**config.mk**
```make
export PLATFORM = sky130hd
export DESIGN_NAME = cla_adder64
export DESIGN_NICKNAME = d
export VERILOG_FILES = /design/src/rtl/cla_pkg.sv /design/src/rtl/cla_unit.sv /design/src/rtl/cla_slice.sv /design/src/rtl/cla_adder64.sv
export SDC_FILE = /design/constraint.sdc
export NUM_CORES = 1
export LEC_CHECK = 0
export ABC_AREA = 0
export CORE_UTILIZATION = 44
export CTS_BUF_LIST = sky130_fd_sc_hd__clkbuf_8
export DETAILED_ROUTE_END_ITERATION = 8
export PLACE_DENSITY_LB_ADDON = 0.2
export SETUP_SLACK_MARGIN = 0.02
export SYNTH_ARGS = -nofsm -noshare
export SYNTH_HDL_FRONTEND = slang
export SYNTH_SLANG_ARGS = --single-unit
```
**constraint.sdc**
```tcl
create_clock -name clk -period 4.3 [get_ports clk]
set_input_delay 0.86 -clock clk [delete_from_list [all_inputs] [get_ports clk]]
set_output_delay 0.86 -clock clk [all_outputs]
set_load 0.05 [all_outputs]
```
**src/rtl/cla_pkg.sv**
```systemverilog
package cla_pkg;
  // Number of groups one look-ahead unit spans.
  localparam int unsigned FANIN = 4;
endpackage

```
**src/rtl/cla_unit.sv**
```systemverilog
module cla_unit
  import cla_pkg::*;
(
  input  logic             c_in,
  input  logic [FANIN-1:0] p_n,
  input  logic [FANIN-1:0] g_n,
  output logic             c_x,
  output logic             c_y,
  output logic             c_z,
  output logic             gp_n,
  output logic             gg_n
);
  logic [FANIN-1:0] p, g;

  always_comb begin
    p    = ~p_n;
    g    = ~g_n;
    c_x  = g[0] | (p[0] & c_in);
    c_y  = g[1] | (p[1] & g[0]) | (p[1] & p[0] & c_in);
    c_z  = g[2] | (p[2] & g[1]) | (p[2] & p[1] & g[0]) | (p[2] & p[1] & p[0] & c_in);
    gg_n = ~(g[3] | (p[3] & g[2]) | (p[3] & p[2] & g[1]) | (p[3] & p[2] & p[1] & g[0]));
    gp_n = ~(&p);
  end

  always_comb begin

    carry_pass_chk: assert (!(!gp_n && c_in) || (c_x && c_y && c_z));

    carry_chain_chk: assert (!(c_z && g_n[2]) || !p_n[2] == 1'b1 && c_y || !c_z || !g_n[2]);

    group_gen_chk: assert (!(!g_n[3]) || !gg_n);
  end
endmodule

```
**src/rtl/cla_slice.sv**
```systemverilog
module cla_slice
  import cla_pkg::*;
(
  input  logic [FANIN-1:0] a,
  input  logic [FANIN-1:0] b,
  input  logic             cin,
  output logic [FANIN-1:0] s,
  output logic             gp_n,
  output logic             gg_n
);
  logic [FANIN-1:0] half;
  logic             cx, cy, cz;

  assign half = a ^ b;

  cla_unit bit_la_i (
    .c_in (cin),
    .p_n  (~half),
    .g_n  (~(a & b)),
    .c_x  (cx),
    .c_y  (cy),
    .c_z  (cz),
    .gp_n (gp_n),
    .gg_n (gg_n)
  );

  assign s = half ^ {cz, cy, cx, cin};
endmodule

```
**src/rtl/cla_adder64.sv**
```systemverilog
module cla_adder64
  import cla_pkg::*;
#(
  parameter int unsigned WIDTH = 64
) (
  input  logic             clk,
  input  logic             rst,
  input  logic [WIDTH-1:0] a,
  input  logic [WIDTH-1:0] b,
  input  logic             cin,
  output logic [WIDTH-1:0] sum,
  output logic             cout
);
  // Three look-ahead levels: slices, first-level units, one root unit.
  localparam int unsigned N_SLICE = WIDTH / FANIN;
  localparam int unsigned N_MID   = N_SLICE / FANIN;

  logic [N_SLICE-1:0] s_gn, s_pn, s_cin;
  logic [N_MID-1:0]   m_gn, m_pn, m_cin;
  logic [WIDTH-1:0]   sum_d;
  logic               root_gp_n, root_gg_n, cout_d;

  genvar i, j;
  generate
    for (i = 0; i < N_SLICE; i++) begin : g_slice
      cla_slice slice_i (
        .a    (a[i*FANIN +: FANIN]),
        .b    (b[i*FANIN +: FANIN]),
        .cin  (s_cin[i]),
        .s    (sum_d[i*FANIN +: FANIN]),
        .gp_n (s_pn[i]),
        .gg_n (s_gn[i])
      );
    end
    for (j = 0; j < N_MID; j++) begin : g_mid
      assign s_cin[j*FANIN] = m_cin[j];
      cla_unit mid_i (
        .c_in (m_cin[j]),
        .p_n  (s_pn[j*FANIN +: FANIN]),
        .g_n  (s_gn[j*FANIN +: FANIN]),
        .c_x  (s_cin[j*FANIN+1]),
        .c_y  (s_cin[j*FANIN+2]),
        .c_z  (s_cin[j*FANIN+3]),
        .gp_n (m_pn[j]),
        .gg_n (m_gn[j])
      );
    end
  endgenerate

  assign m_cin[0] = cin;

  cla_unit root_i (
    .c_in (cin),
    .p_n  (m_pn),
    .g_n  (m_gn),
    .c_x  (m_cin[1]),
    .c_y  (m_cin[2]),
    .c_z  (m_cin[3]),
    .gp_n (root_gp_n),
    .gg_n (root_gg_n)
  );

  assign cout_d = ~root_gg_n | (~root_gp_n & cin);

  always_ff @(posedge clk) begin
    if (rst) begin
      sum  <= '0;
      cout <= 1'b0;
    end else begin
      sum  <= sum_d;
      cout <= cout_d;
    end
  end


  reset_clear_chk: assert property (@(posedge clk) rst |=> (sum == '0 && !cout));

  full_wrap_chk: assert property (@(posedge clk) disable iff (rst)
    (((a ^ b) == '1) && (a & b) == '0 && cin) |=> (sum == '0 && cout));

  zero_plus_one_chk: assert property (@(posedge clk) disable iff (rst)
    (a == '0 && b == '0 && cin) |=> (sum == {{(WIDTH-1){1'b0}}, 1'b1} && !cout));
endmodule

```
# Word level (Yosys, flattened, before mapping)
# Cells that the tools add are included.
[totals]
ff_bits = 65
latchBits = 0
mem_bits_rw = 0
rom_bits = 0
inputBits = 131
out_inout_bits = 65
wordCells = 670
mem_count = 0
[op_classes]
add_sub_neg = 0
multipliers = 0
div = 0
magnitude_cmp = 0
eq_ne = 0
n_shift = 0
n_mux = 0
n_bitwise = 647
reduce_logical = 21
[ops]
columns = ["op", "n"]
rows = [
  ["inverter 4 bit", 74],
  ["bitwise AND 1 bit", 295],
  ["OR 1 bit", 190],
  ["bitwise XOR 4 bit", 32],
  ["AND reduction 4 bit", 21],
  ["bitwise AND 4 bit", 16],
  ["inverter 1 bit", 40],
]

# Logic depth before layout (Yosys ltp)
# Gate-level depths: netlist (run 1).
[depth]
word_depth = 24
depth_mapped = 12
ltp_nobuf = 12

# By module
# A second synthesis (run 1) with hierarchy kept.
[unflattened]
hier_cells = 625
area_unflattened_um2 = 4963.5
[modules_own_cells]
columns = ["module", "n_inst", "cells_per_inst", "area_per_inst_um2", "seq_area_each_um2"]
rows = [
  ["cla_adder64", 1, 138, 1860.5, 1301.2],
  ["cla_slice", 16, 16, 115.1, 0.0],
  ["cla_unit", 21, 11, 60.1, 0.0],
]

# Worst setup path after synthesis (run 1)
# No wires, ideal clock.
[synth_path]
kind = "input-to-reg"
from = "in a[6]"
to = "reg sum[61]"
setup_time_ns = 0.128
arrival_time_ns = 3.263
required_ns = 4.172
setup_slack_ns = 0.909
path_stages = 11
n_path_buf = 0
path_cell_list = "ha_1 and4_1 and2_1 a211oi_4 o32ai_2 a31oi_4 o211ai_4 a221o_2 fa_1 xnor2_1 nor2_1"
[synth_via]
elab_chain_len = 22
word_cells_on_any_way = 39
classes_between = "bitwise (37); reduce/logical (2)"
[synth_lines]
columns = ["item", "line_no", "rtl"]
rows = [
  ["from (decl)", "cla_adder64.sv:8", "input logic [WIDTH-1:0] a,"],
  ["bitwise AND 4 bit or bitwise XOR 4 bit (tied branches)", "cla_slice.sv:19, cla_slice.sv:14", ""],
  ["inverter 4 bit, on equally long branches", "cla_slice.sv:19, cla_slice.sv:18", ""],
  ["inverter 4 bit, on equally long branches", "cla_unit.sv:17, cla_unit.sv:16", ""],
  ["bitwise AND 1 bit", "cla_unit.sv:21", "gg_n = ~(g[3] | (p[3] & g[2]) | (p[3] & p[2] & g[1]) | (p[3] & p[2] & p[1] & g[0]));"],
  ["OR 1 bit or bitwise AND 1 bit (tied branches) (2 in a row)", "cla_unit.sv:21", ""],
  ["OR 1 bit", "cla_unit.sv:21", ""],
  ["inverter 1 bit", "cla_unit.sv:21", ""],
  ["inverter 4 bit", "cla_unit.sv:17", "g = ~g_n;"],
  ["[5 not listed]", "n/a", ""],
  ["bitwise AND 1 bit", "cla_unit.sv:20", "c_z = g[2] | (p[2] & g[1]) | (p[2] & p[1] & g[0]) | (p[2] & p[1] & p[0] & c_in);"],
  ["OR 1 bit", "cla_unit.sv:20", ""],
  ["OR 1 bit *", "cla_unit.sv:20", ""],
  ["bitwise AND 1 bit *", "cla_unit.sv:20", ""],
  ["OR 1 bit *", "cla_unit.sv:20", ""],
  ["bitwise AND 1 bit *", "cla_unit.sv:18", "c_x = g[0] | (p[0] & c_in);"],
  ["OR 1 bit *", "cla_unit.sv:18", ""],
  ["bitwise XOR 4 bit *", "cla_slice.sv:27", "assign s = half ^ {cz, cy, cx, cin};"],
  ["to (signal assigned)", "cla_adder64.sv:70", "sum <= sum_d;"],
  ["to (decl)", "cla_adder64.sv:11", "output logic [WIDTH-1:0] sum,"],
]
# Every way passes the cells marked *; elsewhere a longest branch is shown, timed or not.
# A chain may end at the register's enable or synchronous reset.

# Final worst setup path (run 1)
[layout_path]
from = "in a[27]"
to = "reg sum[61]"
[layout_via]
elab_chain_len = 24
word_cells_on_any_way = 45
classes_between = "bitwise (43); reduce/logical (2)"
[layout_lines]
columns = ["item", "line_no", "rtl"]
rows = [
  ["bitwise XOR 4 bit", "cla_slice.sv:14", "assign half = a ^ b;"],
  ["inverter 4 bit", "cla_slice.sv:18", ".p_n (~half),"],
  ["inverter 4 bit", "cla_unit.sv:16", "p = ~p_n;"],
  ["bitwise AND 1 bit", "cla_unit.sv:21", ""],
  ["OR 1 bit or bitwise AND 1 bit (tied branches) (2 in a row)", "cla_unit.sv:21", ""],
  ["OR 1 bit", "cla_unit.sv:21", ""],
  ["inverter 1 bit", "cla_unit.sv:21", ""],
  ["inverter 4 bit", "cla_unit.sv:17", ""],
  ["[6 not listed]", "n/a", ""],
  ["bitwise AND 1 bit", "cla_unit.sv:20", ""],
  ["OR 1 bit (2 in a row)", "cla_unit.sv:20", ""],
  ["OR 1 bit *", "cla_unit.sv:20", ""],
  ["bitwise AND 1 bit *", "cla_unit.sv:20", ""],
  ["OR 1 bit *", "cla_unit.sv:20", ""],
  ["bitwise AND 1 bit *", "cla_unit.sv:18", ""],
  ["OR 1 bit *", "cla_unit.sv:18", ""],
  ["bitwise XOR 4 bit *", "cla_slice.sv:27", ""],
]
# Marked as above.

==> results of run 1 <==
-- report_power, final --
| group | switching, W | internal (W) | total, W |
|---|---|---|---|
| clock network | 0.000238 | 0.000353 | 0.000591 |
| registers | 0.0000212 | 0.000686 | 0.000707 |
| logic | 0.000601 | 0.000451 | 0.00105 |
| total | 0.000861 | 0.00149 | 0.00235 |
-- layout make-up --
type                    instances  area share [%]
inverters                      18           0.988
repair buffers                202            29.2
clock inverters                 5            1.04
multi-input cells             387            45.1
clock buffers                  11            2.21
well taps                     133            2.43
flip-flops and latches         65            19.0
-- synth_stat cells, drive strengths merged (4+ instances only) --
| master | n | area share, % |
|---|---|---|
| a211oi | 7 | 1.6 |
| a21o | 19 | 3.3 |
| a21oi | 30 | 3.5 |
| a31oi | 5 | 1.0 |
| and3 | 4 | 0.56 |
| and4 | 5 | 0.98 |
| clkbuf | 6 | 0.50 |
| dfxtp | 65 | 29 |
| fa | 16 | 7.1 |
| ha | 64 | 18 |
| inv | 18 | 1.5 |
| mux2 | 6 | 1.5 |
| nand2 | 18 | 1.5 |
| nand3 | 10 | 1.1 |
| nand4 | 11 | 1.5 |
| nor2 | 61 | 5.1 |
| nor2b | 21 | 2.9 |
| nor3 | 11 | 1.2 |
| nor3b | 4 | 0.67 |
| o21ai | 13 | 1.4 |
| o21bai | 8 | 1.4 |
| xnor2 | 23 | 4.5 |
| xor2 | 12 | 2.3 |
-- per-stage QoR --
step	power (W)	hold slack (ns)	utilization, %	instance area, sq um
6_report	0.00235	1.05	69.7	6840
5_1_grt	0.00247	1.07	69.7	6840
4_1_cts	0.00237	1.03	69.7	6840
3_5_place_dp	0.00177	1.41	67.4	6620
3_3_place_gp	0.00175	1.38	67.4	6620
2_1_floorplan	0.00139	1.11	-	4490
-- final timing paths --
path      end  startpoint  slack [ns]  cells after the start
min   sum[17]         rst        1.05                      2
max   sum[61]       a[27]        0.50                     12
-- metal layers --
metal / part of all wire [%] / vias to the layer above
met5: 0 / -
met4: 2.0 / 0
met3: 7.0 / 18
met2: 52 / 146
met1: 39 / 1975
li1: - / 2125
-- logic make-up after synthesis --
| group | after synthesis |
|---|---|
| flops | 65 |
| fa+ha+maj | 80 |
| compound gates | 105 |
| xor+xnor | 35 |
| mux | 7 |
| buf+inv | 27 |
| simple gates | 160 |
-- sequential cells by signal, indices dropped and copies added (netlist names) --
signal	cells
cout	1
sum	64
-- cells in the final DEF, fill, tap and decap left out, drive strengths merged, types with 16 or more instances in the layout --
cell type and n:
xnor2 23, clkdlybuf4s50 194, inv 21, a21oi 30, a21o 19, nand2 18
ha 64, nor2b 21, dfxtp 65, fa 16, nor2 61
==> impl_results.md, run 1 <==
- CTS tree: yes
- Slew HR: 53.5%
- Grt peak-use layer: met2
- GR Util All Layers: 22.8%
- Req. time, crit path: ~4.5 ns
- DPL Wire Length: 9820 um
- Cell count after placement: between 800 and 900
- Synth Instances: 479
- Worst EP arrival: around 4.0 ns
- Footprint of the multi-input gates: 3080 sq um
- Initial core utilization: a little under half
- Slew Limit Fails: 0
- Post CTS Setup Buffer Count: 0
- Async SR Flop Fraction: 0%
- Delay of the slowest cell on the worst path: 0.43 ns
- Crit Path Max Fanout: 7
- Post-synth EDFFs: 0
- Main synth FF type: dfxtp_1
- Layout cells sized above 1: 6.40%
- Sequential area share after synthesis: 29.0%
- Tcrit/Tclk final: 88.4%
- Drt drc: 0
- I/O Pins: 196
- Largest net degree at the start of global routing: 36
- GRT Residual Overflow: 0
- Wire length of the first global-routing pass: approximately 19000 um
- CP endpoint kind: register
- Width of the die: 103 um
- Yosys reg bits: 65
- Setup repair after global routing missed its margin: no
- Gpl congestion: 0.827
- Critical path type: in2reg
- Met3 Resource Use GR: around 5.5%
- Hold crit path type: in2reg
- Cells along the critical path: clkdlybuf4s50_1 -> ha_1 -> a21oi_1 -> o21ai_1 -> a221oi_1 -> o32ai_2 -> a31oi_4 -> o211ai_4 -> a221o_2 -> fa_1 -> xnor2_1 -> nor2_1
- Die ar.: 10600 sq um
- Xor/xnor share of the synthesized area: 6.83%
- MaxCap Viol Count: 0
- CTS max path bufs: 2
- Adder-Cell Fraction of Synth Area: 25.0%
- Crit path buf inv count: 1
- Leakage: 2.90 nW
- Vias in the first global route: roughly 4300
- Starting DRT DRC Count: 98
- Yosys warning total: 0
- Antenna Nets Post-Route: 0
- Fillers: around 800
- Net count, final: 894
- Met2 usage: 43.0%
- Final hold viol count: 0
- Multiplexer share of the synthesized area: 1.73%
- Slowest stage cell, crit path: a221o_2
- CTS root buf: clkbuf_8
- Pre-antenna DRT Iters: 4
- Syn-to-layout area delta: 52.4%
- Simple-Gate Fraction of Synth Area: 17.8%
- Wirelength per Cell: 14.7 um
- Post-place setup slack: 0.187 ns
- Status: complete, no violations
- Critical Path Start Type: input pin
- Routed vias: ~4300
- Post-Syn Area: 4490 sq um
- Hold_buf cts: 0
- TritonCTS Buffers: 9
- Diode count: 0
- Fmax: approximately 260 MHz
- PD cells: 343 nW/um^2
- Min cycle time layout: 3.80 ns
- # clock sinks: 65
- Clock slew at reported path FFs: 0.07 ns
- Worst IR drop on VDD: 0.220 mV
- # setup viols final: 0
- Core Box Area: 9820 sq um
- CP top delay family: compound AO/OA/AOI/OAI gates
- Routed WL: 12000 um
- # H-tree levels: 3
- Worst slew pin tran: between 0.6 and 0.7 ns
- CTS resizes: 0
- Met1 Use GR: roughly 24%
- Sequential cell area: 1300 sq um
- Final Non-Filler Cells: 821
- Via density per instance: 5.19
- Avg Inst Size Synth: around 9.4 sq um
- Die height: 103 um
- Port Buf Inserts: 195
- Fin worst setup slack: ~0.5 ns
- Synth unique cells: 59
- Largest family of logic cells by synthesized area: adder cells
- Final setup TNS: 0 ns
- Rows: 36
- Antenna violations before repair: 0
- Compound-cell area share of the yosys netlist: between 15 and 20%
- Total nets after synthesis: 690
(Power assumes the default switching activity.)
==> inputs of run 2 (changes only) <==
Settings changed: CELL_PAD_IN_SITES_DETAIL_PLACEMENT set to 0, CELL_PAD_IN_SITES_GLOBAL_PLACEMENT set to 1, CORE_UTILIZATION 44 to 32.
==> run 2 against run 1 <==
Fmax up 1.7%; sequential power about the same; non-clock buffer count rose by 4; critical path depth unchanged; final area rose by 0.82%; count of clock-buffer cells in the layout fell by 1; routed wire length increased by 1.8%; utilization down 18 points; clock power shrank 9.5%; highest routed layer unchanged.
==> impl_results.md, run 2 (same netlist as run 1, synthesis figures left out) <==
- Setup crit start: a[30] (was a[27])
- Antenna Nets Post-Route: 0 (unchanged)
- Met3 Resource Use GR: 4.43% (was 5.49%)
- Clock slew at reported path FFs: 0.08 ns (was 0.07 ns)
- Drt drc: 0 (unchanged)
- Slew Limit Fails: 0 (unchanged)
- Tcrit/Tclk final: 87.0% (was 88.4%)
- Die height: 120 um (was 103 um)
- CTS root buf: clkbuf_8 (unchanged)
- Die ar.: 14500 sq um (was 10600 sq um)
- I/O Pins: 196 (unchanged)
- Met1 Use GR: 20.8% (was 24.0%)
- GRT Residual Overflow: 0 (unchanged)
- Rows: 42 (was 36)
- Setup repair after global routing missed its margin: no (unchanged)
- Reg with most FFs: sum (unchanged)
- Max reg flops: 64 (unchanged)
- Worst slew pin tran: 0.752 ns (was 0.697 ns)
- Fmax: 267 MHz (was 263 MHz)
- Most frequent cells in the layout: clkdlybuf4s50_1 (194), dfxtp_1 (65), ha_1 (64) (unchanged)
- Post CTS Setup Buffer Count: 0 (unchanged)
- Initial core utilization: 33.4% (was 45.7%)
- Sequential cell area: 1300 sq um (unchanged)
- CTS max path bufs: 2 (unchanged)
- Leakage: 2.90 nW (about the same)
- # H-tree levels: 3 (unchanged)
- Routed vias: 4162 (was 4264)
- DPL Wire Length: 10100 um (was 9820 um)
- Status: complete, no violations (unchanged)
- Top Registers: sum: 64 flops, cout: 1 flops (unchanged)
- MaxCap Viol Count: 0 (unchanged)
- Diode count: 0 (unchanged)
- CP endpoint kind: register (unchanged)
- CTS resizes: 0 (unchanged)
- Footprint of the multi-input gates: 3080 sq um (unchanged)
- TritonCTS Buffers: 9 (unchanged)
- Final Non-Filler Cells: 868 (was 821)
- Commonest non-fill, non-tap cell in the layout: clkdlybuf4s50_1 (unchanged)
- # setup viols final: 0 (unchanged)
- Min-Delay Startpoint: rst (unchanged)
- Crit Path Max Fanout: 9 (was 7)
- Vias in the first global route: 4302 (was 4255)
- Via density per instance: 4.79 (was 5.19)
- Critical Path Start Type: input pin (unchanged)
- Wirelength per Cell: 14.1 um (was 14.7 um)
- Hold crit path type: in2reg (unchanged)
- Worst EP arrival: 3.98 ns (was 4.02 ns)
- Hold_buf cts: 0 (unchanged)
- Routed WL: 12300 um (was 12000 um)
- Pre-antenna DRT Iters: 4 (unchanged)
- Worst IR drop on VDD: 0.179 mV (was 0.220 mV)
- Largest net degree at the start of global routing: 42 (was 36)
- Antenna violations before repair: 0 (unchanged)
- Fillers: 1275 (was 797)
- Slew HR: 49.9% (was 53.5%)
- Setup crit end: sum[52] (was sum[61])
- Min cycle time layout: 3.74 ns (was 3.80 ns)
- Wire length of the first global-routing pass: 19800 um (was 18700 um)
- Syn-to-layout area delta: 53.6% (was 52.4%)
- Final setup TNS: 0 ns (unchanged)
- Hold Path Stages: 2 (unchanged)
- Port Buf Inserts: 195 (unchanged)
- Req. time, crit path: 4.54 ns (was 4.52 ns)
- Met2 usage: 29.6% (was 43.0%)
- Core Box Area: 13500 sq um (was 9820 sq um)
- Gpl congestion: 0.787 (was 0.827)
- GR Util All Layers: 17.3% (was 22.8%)
- Grt peak-use layer: met2 (unchanged)
- Layout cells sized above 1: 7.37% (was 6.40%)
- Final hold viol count: 0 (unchanged)
- Cell count after placement: 852 (was 805)
- Net count, final: 898 (was 894)
- PD cells: 332 nW/um^2 (was 343 nW/um^2)
- # clock sinks: 65 (unchanged)
- Width of the die: 120 um (was 103 um)
- Critical path type: in2reg (unchanged)
- Starting DRT DRC Count: 134 (was 98)
- CTS tree: yes (unchanged)
==> run 2: cell types whose count changed in the layout (fill, tap and decap cells not counted), sizes merged <==
cell	previous run	this run
inv	21	18
clkinv	0	4
buf	8	12
clkinvlp	0	1
clkbuf	11	10
bufinv	2	1
==> run 2: per-layer routing <==
metal	wire length, um	share of wire, %
met5	0	0
met4	170	1.4
met3	941	7.7
met2	5790	47
met1	5340	44
==> run 2: report_power, final <==
part	internal [W]	leakage (nW)	switching [W]
Combinational	0.000451	2.26	0.000596
Clock	0.000280	0.102	0.000255
Sequential	0.000686	0.542	0.0000227
Total	0.00142	2.90	0.000874
==> run 2: metrics by stage <==
step / setup slack [ns] / utilization (%) / cell area [sq um] / hold slack, ns / power, W
after floorplan: 0.909 / - / 4490 / 1.11 / 0.00139
after global placement: 0.178 / 49.8 / 6700 / 1.45 / 0.00177
after detailed placement: 0.175 / 49.8 / 6700 / 1.45 / 0.00177
after CTS: 0.550 / 51.3 / 6900 / 1.07 / 0.00233
after global routing: 0.373 / 51.3 / 6900 / 1.12 / 0.00243
final: 0.560 / 51.3 / 6900 / 1.07 / 0.00229
==> run 2: worst min path at each step <==
stage	to
after global placement	sum[17]
after detailed placement	sum[29]
after CTS	sum[61]
after global routing	sum[61]
after floorplan	sum[2]
final	sum[23]
==> run 2: area by class of cell <==
| class | instances | share of cell area (%) |
|---|---|---|
| flip-flops and latches | 65 | 18.9 |
| multi-input cells | 387 | 44.7 |
| clock buffers | 10 | 2.00 |
| well taps | 176 | 3.19 |
| inverters | 18 | 0.980 |
| repair buffers | 206 | 29.4 |
| clock inverters | 6 | 0.834 |
==> run 2: worst max-delay path: stages <==
cell and delay (ns):
clkdlybuf4s50_1 0.41, ha_1 0.45, nand4_1 0.17, nor4_1 0.33
nand4_1 0.18, o32ai_2 0.20, a31oi_4 0.09, o311ai_0 0.43
buf_4 0.19, and2_1 0.14, fa_1 0.40, nor2b_1 0.13
